`config.mk`:
```
export PLATFORM = sky130hd
export DESIGN_NAME = flash_seq
export DESIGN_NICKNAME = d
export VERILOG_FILES = /design/src/rtl/flash_seq_pkg.sv /design/src/rtl/flash_seq_store.sv /design/src/rtl/flash_seq_lanes.sv /design/src/rtl/flash_seq.sv
export SDC_FILE = /design/constraint.sdc
export NUM_CORES = 1
export LEC_CHECK = 0
export BUFFER_PORTS_ARGS = -buffer_cell sky130_fd_sc_hd__buf_2
export CORE_UTILIZATION = 49
export CTS_BUF_LIST = sky130_fd_sc_hd__clkbuf_16
export DETAILED_ROUTE_END_ITERATION = 8
export GPL_ROUTABILITY_DRIVEN = 0
export PLACE_DENSITY = 0.67
export SETUP_SLACK_MARGIN = 0.1
export SYNTH_ARGS = -nofsm -noshare
export SYNTH_HDL_FRONTEND = slang
export SYNTH_SLANG_ARGS = --single-unit
```
`constraint.sdc`:
```
create_clock -name clk -period 4.1 [get_ports clk]
set_input_delay 0.205 -clock clk [delete_from_list [all_inputs] [get_ports clk]]
set_output_delay 0.205 -clock clk [all_outputs]
set_load 0.05 [all_outputs]
```
`src/rtl/flash_seq_pkg.sv`:
```
package flash_seq_pkg;

    localparam int IDX_W   = 4;
    localparam int UNITS_W = 5;

    localparam logic [1:0] LANE_X1 = 2'd0;
    localparam logic [1:0] LANE_X2 = 2'd1;

    localparam logic [1:0] TXM_NONE = 2'd0;
    localparam logic [1:0] TXM_DATA = 2'd1;

    typedef struct packed {
        logic               last;
        logic [IDX_W-1:0]   next;
        logic [UNITS_W-1:0] units;
        logic               release_cs;
        logic               rx_en;
        logic [1:0]         txm;
        logic [1:0]         lanes;
    } step_t;

    localparam int STEP_W = $bits(step_t);

    typedef enum logic [2:0] {
        ST_IDLE,
        ST_LOAD,
        ST_BYTE,
        ST_SHIFT,
        ST_GAP
    } seq_state_e;

endpackage

```
`src/rtl/flash_seq_store.sv`:
```
module flash_seq_store
    import flash_seq_pkg::*;
#(
    parameter int ENTRIES = 16,
    localparam int AW = $clog2(ENTRIES)
) (
    input  logic          clk,
    input  logic          rst_n,
    input  logic          we,
    input  logic [AW-1:0] waddr,
    input  step_t         wdata,
    input  logic [AW-1:0] raddr,
    output step_t         rdata
);

    step_t table_q [ENTRIES];

    for (genvar e = 0; e < ENTRIES; e++) begin : g_entry
        step_t slot_d;

        always_comb begin
            slot_d = table_q[e];
            if (we && (waddr == AW'(e))) begin
                slot_d = wdata;
            end
        end

        always_ff @(posedge clk or negedge rst_n) begin
            if (!rst_n) begin
                table_q[e] <= '0;
            end else begin
                table_q[e] <= slot_d;
            end
        end
    end

    assign rdata = table_q[raddr];

endmodule

```
`src/rtl/flash_seq_lanes.sv`:
```
module flash_seq_lanes (
    input  logic [1:0] lanes,
    input  logic [7:0] tx_sr,
    input  logic [7:0] rx_sr,
    input  logic [3:0] io_in,
    output logic [3:0] lane_out,
    output logic [3:0] lane_mask,
    output logic [7:0] tx_sr_next,
    output logic [7:0] rx_sr_next,
    output logic [3:0] clks_per_byte
);

    always_comb begin
        case (lanes)
            2'd0: begin
                lane_out      = {3'b000, tx_sr[7]};
                lane_mask     = 4'b0001;
                tx_sr_next    = {tx_sr[6:0], 1'b0};
                rx_sr_next    = {rx_sr[6:0], io_in[1]};
                clks_per_byte = 4'd8;
            end
            2'd1: begin
                lane_out      = {2'b00, tx_sr[7:6]};
                lane_mask     = 4'b0011;
                tx_sr_next    = {tx_sr[5:0], 2'b00};
                rx_sr_next    = {rx_sr[5:0], io_in[1:0]};
                clks_per_byte = 4'd4;
            end
            default: begin
                lane_out      = tx_sr[7:4];
                lane_mask     = 4'b1111;
                tx_sr_next    = {tx_sr[3:0], 4'b0000};
                rx_sr_next    = {rx_sr[3:0], io_in};
                clks_per_byte = 4'd2;
            end
        endcase
    end

endmodule

```
`src/rtl/flash_seq.sv`:
```
module flash_seq
    import flash_seq_pkg::*;
#(
    parameter int ENTRIES = 16,
    parameter int LEN_W   = 8,
    parameter int DIV_W   = 16,
    localparam int AW     = $clog2(ENTRIES)
) (
    input  logic             clk,
    input  logic             rst_n,
    input  logic             cfg_we,
    input  logic [AW-1:0]    cfg_addr,
    input  logic [STEP_W-1:0] cfg_wdata,
    input  logic             start,
    input  logic [AW-1:0]    start_idx,
    input  logic             is_read,
    input  logic [2*DIV_W-1:0] div_cfg,
    input  logic [LEN_W-1:0] ext_len,
    input  logic [7:0]       tx_byte,
    input  logic             tx_valid,
    output logic             tx_ready,
    output logic [7:0]       rx_byte,
    output logic             rx_valid,
    output logic             sck,
    output logic             cs_n,
    output logic [3:0]       io_out,
    output logic [3:0]       io_oe,
    input  logic [3:0]       io_in,
    output logic             busy,
    output logic             done
);

    typedef struct packed {
        seq_state_e       st;
        logic [AW-1:0]    idx;
        step_t            step;
        logic [DIV_W-1:0] div;
        logic [DIV_W-1:0] cnt;
        logic [LEN_W-1:0] bytes_left;
        logic [3:0]       clk_left;
        logic [7:0]       tsr;
        logic [7:0]       rsr;
        logic             sck;
        logic             cs_n;
        logic             busy;
        logic             done;
        logic             rxv;
    } seq_regs_t;

    seq_regs_t q, d;

    step_t            rd_step;
    logic [3:0]       lane_out, lane_mask, cpb;
    logic [7:0]       tsr_next, rsr_next;
    logic [DIV_W-1:0] div_pick;
    logic [LEN_W-1:0] len_pick;

    flash_seq_store #(.ENTRIES(ENTRIES)) u_store (
        .clk   (clk),
        .rst_n (rst_n),
        .we    (cfg_we),
        .waddr (cfg_addr),
        .wdata (step_t'(cfg_wdata)),
        .raddr (q.idx),
        .rdata (rd_step)
    );

    flash_seq_lanes u_lanes (
        .lanes         (q.step.lanes),
        .tx_sr         (q.tsr),
        .rx_sr         (q.rsr),
        .io_in         (io_in),
        .lane_out      (lane_out),
        .lane_mask     (lane_mask),
        .tx_sr_next    (tsr_next),
        .rx_sr_next    (rsr_next),
        .clks_per_byte (cpb)
    );

    always_comb begin
        div_pick = is_read ? div_cfg[DIV_W-1:0] : div_cfg[2*DIV_W-1:DIV_W];
        if (div_pick == '0) begin
            div_pick = DIV_W'(1);
        end
        len_pick = (rd_step.units == '0) ? ext_len : LEN_W'(rd_step.units);
        if (len_pick == '0) begin
            len_pick = LEN_W'(1);
        end
    end

    assign tx_ready = (q.st == ST_BYTE) && (q.step.txm == TXM_DATA);

    always_comb begin
        d      = q;
        d.done = 1'b0;
        d.rxv  = 1'b0;
        case (q.st)
            ST_IDLE: begin
                if (start) begin
                    d.idx  = start_idx;
                    d.div  = div_pick;
                    d.busy = 1'b1;
                    d.st   = ST_LOAD;
                end
            end
            ST_LOAD: begin
                d.step       = rd_step;
                d.bytes_left = len_pick;
                d.cs_n       = 1'b0;
                d.st         = ST_BYTE;
            end
            ST_BYTE: begin
                d.clk_left = cpb;
                d.cnt      = '0;
                if (q.step.txm == TXM_DATA) begin
                    if (tx_valid) begin
                        d.tsr = tx_byte;
                        d.st  = ST_SHIFT;
                    end
                end else begin
                    d.tsr = (q.step.txm == TXM_NONE) ? 8'h00 : 8'hFF;
                    d.st  = ST_SHIFT;
                end
            end
            ST_SHIFT: begin
                if (q.cnt == q.div - DIV_W'(1)) begin
                    d.cnt = '0;
                    if (!q.sck) begin
                        d.sck = 1'b1;
                        d.rsr = rsr_next;
                    end else begin
                        d.sck = 1'b0;
                        d.tsr = tsr_next;
                        if (q.clk_left == 4'd1) begin
                            d.rxv = q.step.rx_en;
                            if (q.bytes_left == LEN_W'(1)) begin
                                if (q.step.release_cs || q.step.last) begin
                                    d.cs_n = 1'b1;
                                    d.st   = ST_GAP;
                                end else begin
                                    d.idx = q.step.next;
                                    d.st  = ST_LOAD;
                                end
                            end else begin
                                d.bytes_left = q.bytes_left - LEN_W'(1);
                                d.st         = ST_BYTE;
                            end
                        end else begin
                            d.clk_left = q.clk_left - 4'd1;
                        end
                    end
                end else begin
                    d.cnt = q.cnt + DIV_W'(1);
                end
            end
            ST_GAP: begin
                if (q.step.last) begin
                    d.busy = 1'b0;
                    d.done = 1'b1;
                    d.st   = ST_IDLE;
                end else begin
                    d.idx = q.step.next;
                    d.st  = ST_LOAD;
                end
            end
            default: d.st = ST_IDLE;
        endcase
    end

    always_ff @(posedge clk or negedge rst_n) begin
        if (!rst_n) begin
            q      <= '0;
            q.st   <= ST_IDLE;
            q.cs_n <= 1'b1;
        end else begin
            q <= d;
        end
    end

    assign sck      = q.sck;
    assign cs_n     = q.cs_n;
    assign busy     = q.busy;
    assign done     = q.done;
    assign rx_valid = q.rxv;
    assign rx_byte  = q.rsr;
    assign io_out   = lane_out;
    assign io_oe    = (!q.cs_n && (q.st == ST_BYTE || q.st == ST_SHIFT)
                       && q.step.txm != TXM_NONE) ? lane_mask : 4'b0000;

endmodule

```
Word-level counts from Yosys, hierarchy flattened
Index checks and enable logic that the tools add are counted.
{ "word_totals": {"register_bits": 339, "inputBits": 82, "out_inout_bits": 22, "wordCells": 272} }
{ "op_classes": {"add_sub_neg": 4, "n_lt_le_gt_ge": 1, "eq_ne": 36, "muxes": 54, "bitwise_logic": 2, "reduce_logical": 44} }
{ "ops": {"columns": ["op", "n"], "rows": [
  ["$mux 16", 5],
  ["$bmux 16 s4", 1],
  ["$mux 8", 8],
  ["$pmux 8 s2", 3],
  ["$eq 4x4->1 const B", 8],
  ["$pmux 16 s2", 1],
  ["$mux 30", 1],
  ["$mux 7", 4],
  ["$pmux 12 s2", 1],
  ["$pmux 4 s2", 3],
  ["$ne 2x2->1 const B", 11],
  ["$mux 20", 1],
  ["$mux 4", 5],
  ["$logic_and 1x1->1", 19],
  ["$add 16x1->16 const B", 1],
  ["$eq 16x16->1", 1],
  ["$eq 4x3->1 const B", 4],
  ["$logic_not 16->1", 1],
  ["$sub 16x1->16 const B", 1],
  ["$pmux 3 s5", 1],
  ["$mux 1", 12],
  ["$mux 3", 4],
  ["$pmux 4 s3", 1],
  ["$reduce_and 5->1", 2],
  ["other kinds (29)", 42]
]} }

Logic depth before layout (Yosys ltp)
{ "depth": {"ltp_word": 9, "depth_mapped": 12, "mapped_depth_nobuf": 10} }

Cells and area by module
Synthesis repeated with hierarchy kept, for this count alone.
{ "hier_totals": {"cells_unflattened": 1351, "hier_area_um2": 17215.3} }
{ "modules_own_cells": {"columns": ["module", "instances", "cells_each", "area_per_inst_um2", "seq_area_each_um2"], "rows": [
  ["flash_seq_store", 1, 711, 11607.4, 6406.1],
  ["flash_seq", 1, 581, 5190.0, 2078.2],
  ["flash_seq_lanes", 1, 59, 417.9, 0.0]
]} }

Worst setup path after synthesis
No wires, ideal clock.
{ "synth_path": {"path_type": "register to register", "startpoint": "register q[86] in the netlist's numbering", "endpoint": "register q[14] in the netlist's numbering", "setup_time_ps": 125, "t_arrival_ps": 3350, "t_required_ps": 3975, "path_slack_ps": 626, "path_stages_with_launch": 8, "n_path_buf": 2, "synth_period_minus_slack_ps": 3474, "path_cell_list": "dfrtp_1 > clkbuf_1 > nand2_1 > nor4b_1 > a21oi_1 > o21a_1 > buf_2 > mux2_2"} }
{ "synth_between": {"elab_chain_cells": 3, "elab_cells_between_ends": 8, "classes_between": "eq/ne: 5; mux: 1; reduce/logical: 2"} }
{ "synth_lines": {"columns": ["item", "line_no", "text"], "rows": [
  ["from (decl)", "flash_seq.sv:50", "seq_regs_t q, d;"],
  ["$eq 3x2->1", "flash_seq.sv:97", "case (q.st)"],
  ["$ne 3x3->1 (no source line) (tied with other cells)", null, null],
  ["$reduce_and 4->1 (no source line)", null, null]
]} }
Parallel ways exist; a longest one is shown, timed or not.
A chain may end at the register's enable or synchronous reset.

Worst setup path after layout
{ "layout_path": {"startpoint": "register q[51] in the netlist's numbering", "endpoint": "register q[28] in the netlist's numbering"} }
{ "layout_between": {"elab_chain_cells": 4} }
{ "layout_lines": {"columns": ["item", "line_no", "text"], "rows": [
  ["$sub 16x1->16", "flash_seq.sv:126", "if (q.cnt == q.div - DIV_W'(1)) begin"],
  ["$eq 16x16->1", "flash_seq.sv:126", null],
  ["$ne 2x2->1 (no source line)", null, null],
  ["$reduce_and 5->1 (no source line)", null, null]
]} }
Every way passes these cells.

==> metrics.log <==
[metrics] number of I/O port buffers: 103
[metrics] sequential element share of the synthesized area: 0.508
[metrics] TritonCTS clock tree: built
[metrics] cell leakage power: 8.30 nW
[metrics] async set or reset register ratio after synthesis: 1.00
[metrics] final wirelength: 38,300 um
[metrics] I/O pin total: 104
[metrics] clock sink total: 339
[metrics] actual slew at the worst max-slew pin: 1.21 ns
[metrics] Area contributors post-synth: dfrtp_1 51%, mux2_2 19%, mux4_2 10%, mux2i_1 1.9%, nand2_1 1.7%
[metrics] Max-cap violations: 0
[metrics] share of the cycle needed by the critical path after routing: 0.847
[metrics] met3 track demand over resource: 0.0333
[metrics] Final TNS setup: 0 ns
[metrics] worst skew pair latency: 0.53 ns
[metrics] highest attainable clock frequency: 288 MHz
[metrics] routing usage on met2: 0.353
[metrics] synthesized area per cell: 13.0 sq um
[metrics] FILL cells: 2,807
[metrics] number of enable flip-flop cells after synthesis: 0
[metrics] setup repair after global routing missed its margin: false
[metrics] top flip-flop cell by instance count after synthesis: dfrtp_1
[metrics] horizontal extent of the die: 187 um
[metrics] number of buffers on the longest clock path: 3
[metrics] post-cts resize count: 0
[metrics] DRT Pass-1 Iters: 5
[metrics] synthesized net count: 1,374
[metrics] Max Transition Viols Final: 0
[metrics] proportion of layout cells with a drive suffix above 1: 0.402
[metrics] number of storage elements in the synthesis netlist: 339
[metrics] via count of the first global-routing pass: 11,100
[metrics] pwr/cell area: 484 mW/mm^2
[metrics] Antenna Violating Nets Remaining: 0
[metrics] cell row count: 67
[metrics] critical path start-end classification: flop to flop
[metrics] global-route wire length before repair: 62,100 um
[metrics] crit-path max FO: 22
[metrics] number of levels the H-tree was split into: 2
[metrics] DR iter-0 viols: 605
[metrics] antenna violations before repair: 4
[metrics] Critical Path Start Type: flop
[metrics] relative area change from synthesis to final layout: 12.9%
[metrics] max_slew headroom: 0.192
[metrics] number of hold violations in the final report: 0
[metrics] final routed DRC violation total: 0
[metrics] worst hold slack: 0.0153 ns
[metrics] WL/cell: 20.8 um
[metrics] total global routing overflow: 0
[metrics] Total Nets Final: 1,451
[metrics] Placeable Area: 0.0335 sq mm
[metrics] final design utilization: 0.563
[metrics] Top Usage Layer GRT: met2
[metrics] total standard cell area after synthesis: 0.0167 sq mm
[metrics] Setup crit end kind: flop
[metrics] post-synthesis cell count: 1,286
[metrics] gr usage total: 0.227
[metrics] final clock skew: 0.0164 ns
[metrics] worst vdd rail ir drop: 0.325 mV
[metrics] number of setup violations in the final report: 0
[metrics] Yosys warning count: 0
[metrics] worst hold path class: input pin to flop
[metrics] number of different library cells in the post-synthesis netlist: 62
[metrics] result of the run: complete, no violations
[metrics] library cell occupying the most area in the post-synthesis netlist: dfrtp_1
[metrics] detailed-route vias per instance: 5.87
[metrics] Required @ worst endpoint: 4.53 ns
[metrics] Die Outline Area: 0.0348 sq mm
[metrics] met1 demand-to-capacity share in global routing: 0.329
[metrics] arrival time at the worst endpoint: 3.91 ns
[metrics] largest net degree at the start of global routing: 130
[metrics] Final Critical Period: 3.47 ns
[metrics] root buffer selected by CTS: clkbuf_16
[metrics] number of buffers added by the clock tree synthesis step: 36
[metrics] effective utilization at floorplan: 0.498
[metrics] die outline height: 187 um
[metrics] HPWL Detailed: 24,700 um
[metrics] Yosys top cell area share: 0.506
[metrics] count of vias placed by the detailed router: 10,800
[metrics] Reg clk slew, reported paths: 0.06 ns
## through the flow
step	instance area (sq um)	std cells	power, mW	worst slack (ns)
after floorplan	16700	1286	5.49	0.626
after global placement	17700	1769	5.90	0.689
after detailed placement	17700	1769	5.99	0.648
after CTS	18900	1837	9.21	0.617
after global routing	18900	1837	9.57	0.295
final	18900	1838	9.14	0.627
## report_power, final
group          internal, mW  total, mW  switching (mW)
Clock                  1.86       3.20            1.34
Combinational         0.911       1.57           0.662
Sequential             3.99       4.36           0.377
Total                  6.76       9.14            2.38
## synth_stat cells, drive strengths merged, types with 7 or more instances
| library cell | count |
|---|---|
| inv | 18 |
| dfrtp | 338 |
| or3 | 9 |
| nand2 | 77 |
| a21oi | 31 |
| mux2i | 31 |
| nor3 | 17 |
| and3 | 12 |
| buf | 27 |
| clkbuf | 70 |
| mux4 | 76 |
| mux2 | 277 |
| and2 | 7 |
| xnor2 | 16 |
| o21ai | 57 |
| nor3b | 15 |
| nand3 | 20 |
| xor2 | 9 |
| a31oi | 8 |
| nor2b | 7 |
| a21o | 15 |
| nor4 | 15 |
| nor2 | 62 |
## worst max-delay path, cell delays in order (launching register included)
cell and delay [ns]:
dfrtp_1 0.46, nor4_1 0.72, nand3b_1 0.18, a32o_1 0.30, a31oi_1 0.24, nand4b_4 0.22
or3_1 0.72, or3_1 0.45, o2111ai_1 0.09
## cells in the final DEF, fill, tap and decap left out, types with 3 or more instances in the layout
| cell type | n |
|---|---|
| mux2_2 | 277 |
| mux2i_1 | 31 |
| or3_1 | 9 |
| nor2_2 | 9 |
| and2_1 | 7 |
| and3_1 | 12 |
| buf_4 | 26 |
| buf_12 | 3 |
| bufinv_16 | 4 |
| clkbuf_16 | 36 |
| ha_1 | 6 |
| nand2_1 | 77 |
| nor4_1 | 13 |
| nand3_1 | 20 |
| buf_2 | 102 |
| mux4_2 | 76 |
| clkinv_1 | 10 |
| nor2b_1 | 6 |
| a22oi_1 | 5 |
| nor2_1 | 53 |
| o31ai_1 | 4 |
| nand4_1 | 5 |
| clkinv_2 | 6 |
| nand3b_1 | 6 |
| o21ai_0 | 56 |
| a21o_1 | 15 |
| a31oi_1 | 8 |
| nor3b_1 | 14 |
| dfrtp_1 | 336 |
| a22o_1 | 4 |
| xnor2_1 | 16 |
| nor3_1 | 14 |
| dlygate4sd3_1 | 4 |
| nand2b_1 | 5 |
| inv_1 | 23 |
| o22ai_1 | 6 |
| a21oi_1 | 31 |
| xor2_1 | 9 |
## cells by family after synthesis
family / synth area share
AO/OA/AOI/OAI: 0.0551
XOR/XNOR: 0.0131
adder cells (fa/ha/maj): 0.00450
buffers and inverters: 0.0285
flip-flops: 0.508
multiplexers: 0.308
AND/OR/NAND/NOR: 0.0829
## final timing paths
path	cells after the start	end	startpoint	slack [ns]
max	8	q[28]	q[51]	0.63
min	3	q[54]	div_cfg[5]	0.02
max reg2reg	8	q[28]	q[51]	0.63
min reg2reg	1	u_store.table_q[80]	u_store.table_q[80]	0.50
max in group asynchronous	3	u_store.table_q[206]	rst_n	2.72
min in group asynchronous	2	q[49]	rst_n	0.35
## repair_timing
| action | CTS | global route |
|---|---|---|
| hold endpoints to repair | 126 | 0 |
| buffers inserted | 0 | 0 |
| hold buffers | 4 | 0 |
## flip-flops by register name, indices dropped and copies added (netlist names)
| name | count |
|---|---|
| cs_n | 1 |
| q | 70 |
| u_store.table_q | 256 |
| sck | 1 |
| rx_valid | 1 |
| rx_byte | 8 |
| busy | 1 |
| done | 1 |
## layout make-up
class	count	area [sq um]	share of cell area
clock buffers	36	901	0.0478
flip-flops and latches	339	8490	0.450
repair buffers	136	821	0.0435
inverters	18	67.6	0.00358
diodes	1	2.50	0.000133
well taps	448	561	0.0297
clock inverters	28	251	0.0133
multi-input cells	832	7770	0.412
## per-layer routing
layer | wire, um | share of wire | vias to the layer above
li1 | - | - | 4883
met1 | 17800 | 0.47 | 5596
met2 | 17800 | 0.47 | 225
met3 | 1530 | 0.040 | 76
met4 | 1060 | 0.028 | 6
met5 | 37 | 0.00097 | -
No activity file was read; power rests on OpenSTA's default activity.
